$ cat config.mk
export PLATFORM = sky130hd
export DESIGN_NAME = cc_timer_chan
export DESIGN_NICKNAME = d
export VERILOG_FILES = /design/src/rtl/cct_pkg.sv /design/src/rtl/cct_prescale.sv /design/src/rtl/cct_insync.sv /design/src/rtl/cct_unit.sv /design/src/rtl/cc_timer_chan.sv
export SDC_FILE = /design/constraint.sdc
export NUM_CORES = 1
export LEC_CHECK = 0
export BUFFER_PORTS_ARGS = -buffer_cell sky130_fd_sc_hd__buf_2
export CAP_MARGIN = 10
export CORE_ASPECT_RATIO = 2
export CORE_MARGIN = 2
export CORE_UTILIZATION = 39
export CTS_CLUSTER_SIZE = 16
export DETAILED_ROUTE_END_ITERATION = 8
export PLACE_DENSITY = 0.56
export SLEW_MARGIN = 20
export SYNTH_ARGS = -nofsm -noshare
export SYNTH_HDL_FRONTEND = slang
export SYNTH_HIERARCHICAL = 1
export SYNTH_SLANG_ARGS = --single-unit
$ cat constraint.sdc
create_clock -name clk -period 10.56 [get_ports clk]
set_input_delay 0 -clock clk [delete_from_list [all_inputs] [get_ports clk]]
set_output_delay 0 -clock clk [all_outputs]
set_load 0.05 [all_outputs]
$ cat src/rtl/cct_pkg.sv
package cct_pkg;
   typedef enum logic [1:0] {
      ACT_NONE   = 2'd0,
      ACT_LOW    = 2'd1,
      ACT_HIGH   = 2'd2,
      ACT_TOGGLE = 2'd3
   } pin_act_e;

   typedef struct packed {
      logic       buf_en;
      logic       cap_mode;
      logic [1:0] edge_sel;
      pin_act_e   act;
   } chan_cfg_t;

   localparam int CFG_W = $bits(chan_cfg_t);

   localparam logic [2:0] A_CTRL     = 3'd0;
   localparam logic [2:0] A_CHCFG    = 3'd1;
   localparam logic [2:0] A_IEN      = 3'd2;
   localparam logic [2:0] A_CNT      = 3'd3;
   localparam int         A_GEN_BASE = 4;
   localparam int         A_BUF_BASE = 6;
endpackage

$ cat src/rtl/cct_prescale.sv
module cct_prescale #(
   parameter int PRE_W = 6
) (
   input  logic       clk,
   input  logic       rst_n,
   input  logic       run,
   input  logic [1:0] sel,
   output logic       tick
);
   generate
      if (PRE_W < 6) begin : g_pre_chk
         $error("PRE_W must hold a divide-by-64 count");
      end
   endgenerate

   logic [PRE_W-1:0] pre_q;
   logic [PRE_W-1:0] mask;

   always_comb begin
      case (sel)
         2'd0:    mask = '0;
         2'd1:    mask = PRE_W'(3);
         2'd2:    mask = PRE_W'(15);
         default: mask = PRE_W'(63);
      endcase
   end

   always_ff @(posedge clk) begin
      if (!rst_n || !run) pre_q <= '0;
      else                pre_q <= pre_q + 1'b1;
   end

   assign tick = run && ((pre_q & mask) == mask);
endmodule

$ cat src/rtl/cct_insync.sv
module cct_insync #(
   parameter int STAGES = 2
) (
   input  logic clk,
   input  logic rst_n,
   input  logic pin,
   output logic rise,
   output logic fall
);
   generate
      if (STAGES < 2) begin : g_stage_chk
         $error("STAGES must be at least 2");
      end
   endgenerate

   logic [STAGES:0] sh_q;

   always_ff @(posedge clk) begin
      if (!rst_n) sh_q <= '0;
      else        sh_q <= {sh_q[STAGES-1:0], pin};
   end

   assign rise =  sh_q[STAGES-1] && !sh_q[STAGES];
   assign fall = !sh_q[STAGES-1] &&  sh_q[STAGES];
endmodule

$ cat src/rtl/cct_unit.sv
module cct_unit
   import cct_pkg::*;
#(
   parameter int W = 16
) (
   input  logic         clk,
   input  logic         rst_n,
   input  chan_cfg_t    cfg,
   input  logic [W-1:0] count,
   input  logic         tick,
   input  logic         rise,
   input  logic         fall,
   input  logic         clr_evt,
   input  logic         xfer_at_clr,
   input  logic         wr_gen,
   input  logic         wr_buf,
   input  logic [W-1:0] wr_data,
   output logic [W-1:0] gen,
   output logic [W-1:0] bufr,
   output logic         pin,
   output logic         hit,
   output logic         cap
);
   logic reload;

   assign hit    = !cfg.cap_mode && tick && (count == gen);
   assign cap    =  cfg.cap_mode && ((cfg.edge_sel[0] && rise) || (cfg.edge_sel[1] && fall));
   assign reload = !cfg.cap_mode && cfg.buf_en && (xfer_at_clr ? clr_evt : hit);

   always_ff @(posedge clk) begin
      if (!rst_n) begin
         gen  <= '0;
         bufr <= '0;
      end else begin
         if (cap) begin
            gen <= count;
            if (cfg.buf_en) bufr <= gen;
            else if (wr_buf) bufr <= wr_data;
         end else begin
            if (reload)      gen <= bufr;
            else if (wr_gen) gen <= wr_data;
            if (wr_buf)      bufr <= wr_data;
         end
      end
   end

   always_ff @(posedge clk) begin
      if (!rst_n) pin <= 1'b0;
      else if (hit) begin
         case (cfg.act)
            ACT_LOW:    pin <= 1'b0;
            ACT_HIGH:   pin <= 1'b1;
            ACT_TOGGLE: pin <= !pin;
            default:    pin <= pin;
         endcase
      end
   end
endmodule

$ cat src/rtl/cc_timer_chan.sv
module cc_timer_chan
   import cct_pkg::*;
#(
   parameter int CNT_W = 16,
   parameter int PRE_W = 6,
   parameter int SYNC  = 2
) (
   input  logic             clk,
   input  logic             rst_n,
   input  logic             wr_en,
   input  logic [2:0]       wr_addr,
   input  logic [CNT_W-1:0] wr_data,
   input  logic             cap_a_in,
   input  logic             cap_b_in,
   output logic             pin_a,
   output logic             pin_b,
   output logic             irq_ovf,
   output logic             irq_a,
   output logic             irq_b,
   output logic [CNT_W-1:0] count_o,
   output logic [CNT_W-1:0] gen_a_o,
   output logic [CNT_W-1:0] gen_b_o,
   output logic [CNT_W-1:0] buf_c_o,
   output logic [CNT_W-1:0] buf_d_o
);
   localparam int               NCH     = 2;
   localparam logic [CNT_W-1:0] CNT_MAX = '1;

   generate
      if (CNT_W < 16) begin : g_w_chk
         $error("CNT_W must be at least 16 to hold the config fields");
      end
   endgenerate

   logic             run_q, xfer_q;
   logic [1:0]       pre_sel_q, clr_src_q;
   logic [2:0]       ien_q;
   chan_cfg_t        cfg_q [NCH];
   logic [CNT_W-1:0] count_q;
   logic [CNT_W-1:0] gen_v [NCH];
   logic [CNT_W-1:0] buf_v [NCH];
   logic [NCH-1:0]   hit_v, cap_v, pin_v, irq_ch_q;
   logic [NCH-1:0]   cap_pins;
   logic             tick, src_hit, ovf, clr_evt, irq_ovf_q;
   logic             wr_ctrl, wr_cfg, wr_ien, wr_cnt;

   assign wr_ctrl  = wr_en && (wr_addr == A_CTRL);
   assign wr_cfg   = wr_en && (wr_addr == A_CHCFG);
   assign wr_ien   = wr_en && (wr_addr == A_IEN);
   assign wr_cnt   = wr_en && (wr_addr == A_CNT);
   assign cap_pins = {cap_b_in, cap_a_in};

   always_ff @(posedge clk) begin
      if (!rst_n) begin
         run_q     <= 1'b0;
         xfer_q    <= 1'b0;
         pre_sel_q <= '0;
         clr_src_q <= '0;
         ien_q     <= '0;
         cfg_q[0]  <= '0;
         cfg_q[1]  <= '0;
      end else begin
         if (wr_ctrl) begin
            run_q     <= wr_data[0];
            pre_sel_q <= wr_data[2:1];
            clr_src_q <= wr_data[4:3];
            if (!run_q) xfer_q <= wr_data[5];
         end
         if (wr_cfg) begin
            cfg_q[0] <= chan_cfg_t'(wr_data[CFG_W-1:0]);
            cfg_q[1] <= chan_cfg_t'(wr_data[8+CFG_W-1:8]);
         end
         if (wr_ien) ien_q <= wr_data[2:0];
      end
   end

   cct_prescale #(.PRE_W(PRE_W)) u_pre (
      .clk(clk), .rst_n(rst_n), .run(run_q), .sel(pre_sel_q), .tick(tick)
   );

   generate
      for (genvar i = 0; i < NCH; i++) begin : g_ch
         logic rise, fall;
         cct_insync #(.STAGES(SYNC)) u_sync (
            .clk(clk), .rst_n(rst_n), .pin(cap_pins[i]), .rise(rise), .fall(fall)
         );
         cct_unit #(.W(CNT_W)) u_unit (
            .clk(clk), .rst_n(rst_n), .cfg(cfg_q[i]), .count(count_q), .tick(tick),
            .rise(rise), .fall(fall), .clr_evt(clr_evt), .xfer_at_clr(xfer_q),
            .wr_gen(wr_en && (wr_addr == 3'(A_GEN_BASE + i))),
            .wr_buf(wr_en && (wr_addr == 3'(A_BUF_BASE + i))),
            .wr_data(wr_data), .gen(gen_v[i]), .bufr(buf_v[i]),
            .pin(pin_v[i]), .hit(hit_v[i]), .cap(cap_v[i])
         );
      end
   endgenerate

   always_comb begin
      case (clr_src_q)
         2'd1:    src_hit = hit_v[0] || cap_v[0];
         2'd2:    src_hit = hit_v[1] || cap_v[1];
         default: src_hit = 1'b0;
      endcase
   end

   assign ovf     = tick && (count_q == CNT_MAX) && !src_hit && !wr_cnt;
   assign clr_evt = ovf || (src_hit && !wr_cnt) || (wr_cnt && run_q && (wr_data == '0));

   always_ff @(posedge clk) begin
      if (!rst_n)       count_q <= '0;
      else if (wr_cnt)  count_q <= wr_data;
      else if (src_hit) count_q <= '0;
      else if (tick)    count_q <= count_q + 1'b1;
   end

   always_ff @(posedge clk) begin
      if (!rst_n) begin
         irq_ovf_q <= 1'b0;
         irq_ch_q  <= '0;
      end else begin
         irq_ovf_q <= ovf && ien_q[0];
         irq_ch_q  <= (hit_v | cap_v) & ien_q[2:1];
      end
   end

   assign irq_ovf = irq_ovf_q;
   assign irq_a   = irq_ch_q[0];
   assign irq_b   = irq_ch_q[1];
   assign pin_a   = pin_v[0];
   assign pin_b   = pin_v[1];
   assign count_o = count_q;
   assign gen_a_o = gen_v[0];
   assign gen_b_o = gen_v[1];
   assign buf_c_o = buf_v[0];
   assign buf_d_o = buf_v[1];
endmodule

==> flow_metrics.py, run 1 <==
metrics = {
    "worst_hold_path": {
        "holdCritStartpoint": "wr_data[15]",
        "holdPathEnd": "count_o[15]",
        "min_path_cells": 2,
        "hp-class": "in2reg",
    },
    "finish": {
        "fin_nets": 854,
        "fillers": 1680,
        "regArea_um2": 2480,
        "n_antenna_cell": 0,
        "drive_above_1_share": 0.235,
        "fin_area_um2": 8010,
        "area_delta_synth_final_pct": 18.6,
        "final_util": 0.468,
        "multi_input_area_um2": 4000,
    },
    "synth": {
        "synth_cell_types": 58,
        "syn_area_um2": 6750,
        "synth.net_count": 765,
        "yosys_most_used_dff": "dfxtp_1",
        "synth-edff-count": 12,
        "yosysWarnings": 6,
        "postSynth.asyncResetShare": 0,
        "yosys-top-cells-area": "dfxtp_1, mux2i_1, nor2_1",
        "synth-seq-area-share": 0.368,
        "synth_top_cell_by_area": "dfxtp_1",
        "synth.ff_latch_count": 118,
        "netlist.area_leader.share": 0.314,
        "avgSynthCellArea_um2": 9.16,
        "synthCells": 737,
    },
    "sta": {
        "max_slew_margin": 0.297,
        "finClkSkew_ns": 0.00998,
        "worst_pin_slew_ns": 1.05,
        "hold_ws_ns": 0.0136,
        "rsz0062_at_grt": "false",
        "setup_viol_count_final": 0,
        "setup_tns_ns": 0,
        "hold_violations": 0,
        "clock.fmax_mhz": 212,
        "fin_crit_ns": 4.71,
        "period_share": 0.446,
        "slew_viol_final": 0,
    },
    "worst_setup_path": {
        "rr_startpoint": "u_pre/pre_q[0]",
        "arrival_ns": 5.03,
        "regToRegSetupSlack_ns": 5.85,
        "start_kind": "register",
        "worst_setup_path_end_kind": "register",
        "crit_top_cell": "nor2_1",
        "critPathMaxFanout": 35,
        "r2r_cells": 17,
        "crit_path_cell_trace": "nand4_2 -> a21oi_1 -> o21a_1 -> nor3b_1 -> nand4_1 -> nor2_1 -> o21ai_0 -> a21oi_2 -> nor2_1 -> a22oi_1 -> nor2b_1 -> nor3b_2 -> buf_4 -> nor2_1 -> o31ai_1 -> nand2_1 -> o2bb2ai_1",
        "r2r-end": "g_ch[0].u_unit/gen[13]",
        "slowest_delay_ns": 0.50,
        "cp_data_required_time_ns": 10.88,
        "critPathSlowestCell": "o21a_1",
        "critPathKind": "reg2reg",
    },
    "status": {
        "status": "complete, no violations",
    },
    "clocking": {
        "ctsRootBufferMaster": "clkbuf_16",
        "cts_resized": 0,
        "cts_tree": "yes",
        "htreeDepth": 4,
        "clk_pin_slew_ns": 0.06,
        "clk_latency_ns": 0.41,
        "cts_buffer_depth": 2,
        "cts_buffers": 17,
        "cts.sinks": 118,
        "cts_setup_buffers": 0,
    },
    "floorplan": {
        "die_h_um": 190,
        "start_util": 0.395,
        "dieArea_um2": 18400,
        "fp-row-count": 68,
        "core_um2": 17100,
        "io_pins": 109,
        "die_width_um": 97.0,
    },
    "drt": {
        "viasPerCell": 5.94,
        "wl_um": 22300,
        "ant_nets": 0,
        "first_iter_violations": 390,
        "drc": 0,
        "dr_total_vias": 6220,
        "wl_per_cell_um": 21.3,
        "first_pass_iters": 5,
    },
    "grt": {
        "track_usage": 0.239,
        "grt_pass1_wl_um": 34900,
        "overflow": 0,
        "antenna_found_initial": 0,
        "first_global_vias": 6018,
        "grt_max_degree": 39,
    },
    "power": {
        "vdd_drop_max_mv": 0.0981,
        "p_leak_nw": 3.28,
        "power_density_nw_per_um2": 149,
    },
    "placed_design": {
        "dp_hpwl_um": 15200,
        "place_area_um2": 7380,
        "finalWeightedCongestion": 0.889,
        "io_buffers": 108,
    },
    "job": {
        "cap_violations": 0,
    },
}
## repair_timing
item / in CTS / in global routing
hold buffers: 5 / 0
endpoints found under the setup margin: 0 / 0
endpoints found under the hold margin: 5 / 0
## worst max path at each step
stage,start,end,slack (ns),cells past startpoint
final,u_pre/pre_q[0],g_ch[0].u_unit/gen[13],5.85,17
after CTS,u_pre/pre_q[0],g_ch[0].u_unit/gen[13],5.88,17
after floorplan,count_o[5],g_ch[0].u_unit/gen[10],6.87,15
after global routing,u_pre/pre_q[0],g_ch[0].u_unit/gen[13],5.41,17
after detailed placement,u_pre/pre_q[0],g_ch[0].u_unit/gen[13],5.87,17
after global placement,u_pre/pre_q[0],g_ch[0].u_unit/gen[13],6.05,17
## final cells by class
class                           instances  area share
Multi-Input combinational cell        560       0.500
Sequential cell                       118       0.310
Timing Repair Buffer                  123      0.0832
Clock buffer                           29      0.0702
Tap cell                              210      0.0328
Inverter                                6     0.00281
Clock inverter                          2     0.00125
## through the flow
step / cells / power, mW / worst slack [ns]
after floorplan: 737 / 0.600 / 6.87
after global placement: 1012 / 0.649 / 6.05
after detailed placement: 1012 / 0.651 / 5.87
after CTS: 1048 / 1.21 / 5.88
after global routing: 1048 / 1.24 / 5.41
final: 1048 / 1.20 / 5.85
## sequential cells by signal, summed over array words and instances, names as in the netlist
signal,count
cfg_q,12
clr_src_q,2
count_o,16
g_ch.u_sync/sh_q,6
g_ch.u_unit/bufr,32
g_ch.u_unit/gen,32
g_ch.u_unit/pin,2
ien_q,3
irq_ch_q,2
irq_ovf,1
pre_sel_q,2
run_q,1
u_pre/pre_q,6
xfer_q,1
## power breakdown
group	internal, mW	switching [mW]	total (mW)
Combinational	0.0518	0.107	0.159
Sequential	0.467	0.0174	0.485
Clock	0.356	0.196	0.553
Total	0.875	0.321	1.20
## critical path, delay by kind of cell, from the launching register on
family	cells	cell delay (ns)
flops	1	0.39
compound gates	7	1.92
buf+inv	1	0.33
simple gates	9	1.96
## metal layers
layer,up-vias,track usage,share of wire
met5,-,0,0
met1,2960,0.303,0.42
met4,0,0.111,0.041
met2,255,0.394,0.48
li1,2955,-,-
met3,50,0.0426,0.059
## synthesized netlist by cell type (4+ instances only)
cell type,n
a211oi_1,34
a21oi_1,20
a22oi_1,9
and2_1,20
and3_1,4
and3b_1,32
buf_1,4
buf_2,9
clkbuf_1,34
dfxtp_1,106
edfxtp_1,12
ha_1,4
mux2i_1,43
nand2_1,57
nand3_1,10
nand4_1,8
nor2_1,102
nor2b_1,8
nor3_1,4
nor3_2,4
nor4_1,6
nor4_2,6
o21ai_0,7
o21ai_1,4
o221ai_1,12
o221ai_2,20
o2bb2ai_1,32
o31ai_1,34
xnor2_1,10
xor2_1,30
## kinds of logic (layout without fill, tap and decap cells)
kind of cell    count (synthesis)  in the layout  share of synthesized area
simple gates                  282            282                      0.230
flops                         118            118                      0.368
fa+ha+maj                       4              4                    0.00741
mux                            43             43                     0.0638
xor+xnor                       40             40                     0.0519
compound gates                191            191                      0.236
buf+inv                        59            160                     0.0432
## cell usage in the layout, fill, tap and decap left out, types with 10 or more instances in the layout
| cell | count |
|---|---|
| a211oi_1 | 34 |
| a21oi_1 | 20 |
| and2_1 | 20 |
| and3b_1 | 32 |
| buf_2 | 108 |
| buf_4 | 10 |
| clkbuf_16 | 18 |
| dfxtp_1 | 106 |
| edfxtp_1 | 12 |
| mux2i_1 | 43 |
| nand2_1 | 55 |
| nand3_1 | 10 |
| nor2_1 | 101 |
| o221ai_1 | 12 |
| o221ai_2 | 20 |
| o2bb2ai_1 | 32 |
| o31ai_1 | 34 |
| xnor2_1 | 10 |
| xor2_1 | 30 |
Power figures use the tool's default switching activity.
==> inputs of run 2 (changes only) <==
==> constraint.sdc (replaced) <==
create_clock -name clk -period 4.7 [get_ports clk]
set_input_delay 0 -clock clk [delete_from_list [all_inputs] [get_ports clk]]
set_output_delay 0 -clock clk [all_outputs]
set_load 0.05 [all_outputs]
==> flow_metrics.py, run 2 (same netlist as run 1, synthesis figures left out) <==
metrics = {
    "status": {
        "status": "complete, no violations",
    },
    "finish": {
        "final_cell_mix": "buf_2, dfxtp_1, nor2_1",
        "final_cells": 1063,
        "area_delta_synth_final_pct": 19.6,
        "drive_above_1_share": 0.247,
        "final_util": 0.472,
        "regArea_um2": 2480,
        "multi_input_area_um2": 4000,
        "fin_nets": 869,
        "fillers": 1692,
        "n_antenna_cell": 0,
        "fin_area_um2": 8070,
        "final_common_cell": "buf_2",
    },
    "sta": {
        "slew_viol_final": 0,
        "worst_pin_slew_ns": 1.04,
        "hold_violations": 0,
        "setup_slack_ns": 0.488,
        "rsz0062_at_grt": "false",
        "max_slew_margin": 0.302,
        "setup_tns_ns": 0,
        "clock.fmax_mhz": 237,
        "fin_crit_ns": 4.21,
        "period_share": 0.896,
        "hold_ws_ns": 0.00465,
        "setup_viol_count_final": 0,
        "finClkSkew_ns": 0.0126,
    },
    "clocking": {
        "cts_buffers": 17,
        "htreeDepth": 4,
        "ctsRootBufferMaster": "clkbuf_16",
        "cts_tree": "yes",
        "clk_pin_slew_ns": 0.06,
        "cts.sinks": 118,
        "cts_buffer_depth": 2,
        "clk_latency_ns": 0.43,
        "cts_setup_buffers": 0,
    },
    "worst_setup_path": {
        "start_kind": "register",
        "cp_data_required_time_ns": 5.04,
        "worst_setup_path_end_kind": "register",
        "critPathKind": "reg2reg",
        "critPathMaxFanout": 16,
        "arrival_ns": 4.55,
    },
    "floorplan": {
        "io_pins": 109,
        "dieArea_um2": 18400,
        "die_h_um": 190,
        "die_width_um": 97.0,
        "start_util": 0.395,
        "fp-row-count": 68,
        "core_um2": 17100,
    },
    "grt": {
        "antenna_found_initial": 0,
        "met1_usage": 0.320,
        "track_usage": 0.251,
        "grtUsageMet2": 0.419,
        "first_global_vias": 5944,
        "grt_max_degree": 38,
        "grt_use_met3": 0.0331,
        "grt_pass1_wl_um": 35800,
        "overflow": 0,
        "top_usage_layer": "met2",
    },
    "drt": {
        "first_pass_iters": 5,
        "wl_per_cell_um": 21.9,
        "dr_total_vias": 6309,
        "viasPerCell": 5.94,
        "wl_um": 23300,
        "ant_nets": 0,
        "drc": 0,
        "first_iter_violations": 375,
    },
    "power": {
        "power_density_nw_per_um2": 325,
        "p_leak_nw": 3.32,
        "vdd_drop_max_mv": 0.233,
        "p_total_mw": 2.62,
    },
    "job": {
        "cap_violations": 0,
    },
    "placed_design": {
        "dp.cells": 1024,
        "place_area_um2": 7470,
        "finalWeightedCongestion": 0.869,
        "dp_hpwl_um": 16300,
        "io_buffers": 108,
        "place_ws_ns": 0.471,
    },
    "worst_hold_path": {
        "hp-class": "in2reg",
    },
}
run 2: changes by cell type in the layout (fill, tap and decap cells not counted):
cell	change
buf_4	+12
clkbuf_8	-5
clkinv_2	+3
clkinvlp_4	+3
dlygate4sd3_1	+3
clkbuf_1	-1
clkbuf_16	-1
inv_4	+1
nor2_2	+1
nor2_4	-1
nor3_1	-1
nor3_2	+1
run 2: what timing repair did:
item                                    in CTS  in global routing
hold endpoints to repair                     8                  0
hold buffers                                 8                  0
endpoints found under the setup margin       0                  1
resized for setup                            0                  1
run 2: power by group:
part	switching [mW]	internal, mW
clock	0.480	0.692
sequential	0.0368	1.05
combinational	0.245	0.120
run 2: final cells by class:
| class | count | area share |
|---|---|---|
| clock inverter | 9 | 0.00667 |
| inverter | 6 | 0.00279 |
| multi-input combinational | 560 | 0.496 |
| tap | 210 | 0.0326 |
| clock buffer | 22 | 0.0575 |
| sequential | 118 | 0.308 |
| timing repair buffer | 138 | 0.0973 |
run 2: routing by layer:
| layer | share of wire | vias up |
|---|---|---|
| met4 | 0.036 | 0 |
| met2 | 0.50 | 223 |
| li1 | - | 2983 |
| met1 | 0.42 | 3059 |
| met5 | 0 | - |
| met3 | 0.048 | 44 |
run 2: path summary, 6_finish.rpt:
path	start	slack, ns	depth (start not counted)	endpoint
setup / recovery	u_pre/pre_q[0]	0.49	17	g_ch[1].u_unit/gen[14]
hold / removal	wr_data[1]	0.005	3	count_o[1]
setup reg to reg	u_pre/pre_q[0]	0.49	17	g_ch[1].u_unit/gen[14]
hold reg to reg	g_ch[0].u_sync/sh_q[0]	0.43	1	g_ch[0].u_sync/sh_q[1]
run 2: worst max-delay path, cell delays in order (launching register included):
cell and delay, ns:
dfxtp_1 0.40, nand4_2 0.13, a21oi_1 0.14, o21a_1 0.16, buf_4 0.21, nor3b_1 0.33
nand4_1 0.20, nor2_1 0.18, o21ai_0 0.14, a21oi_2 0.31, nor2_1 0.16, a22oi_1 0.27
nor2b_1 0.12, nor3b_2 0.26, nor2_1 0.07, o31ai_1 0.29, nand2_1 0.47, o2bb2ai_1 0.29
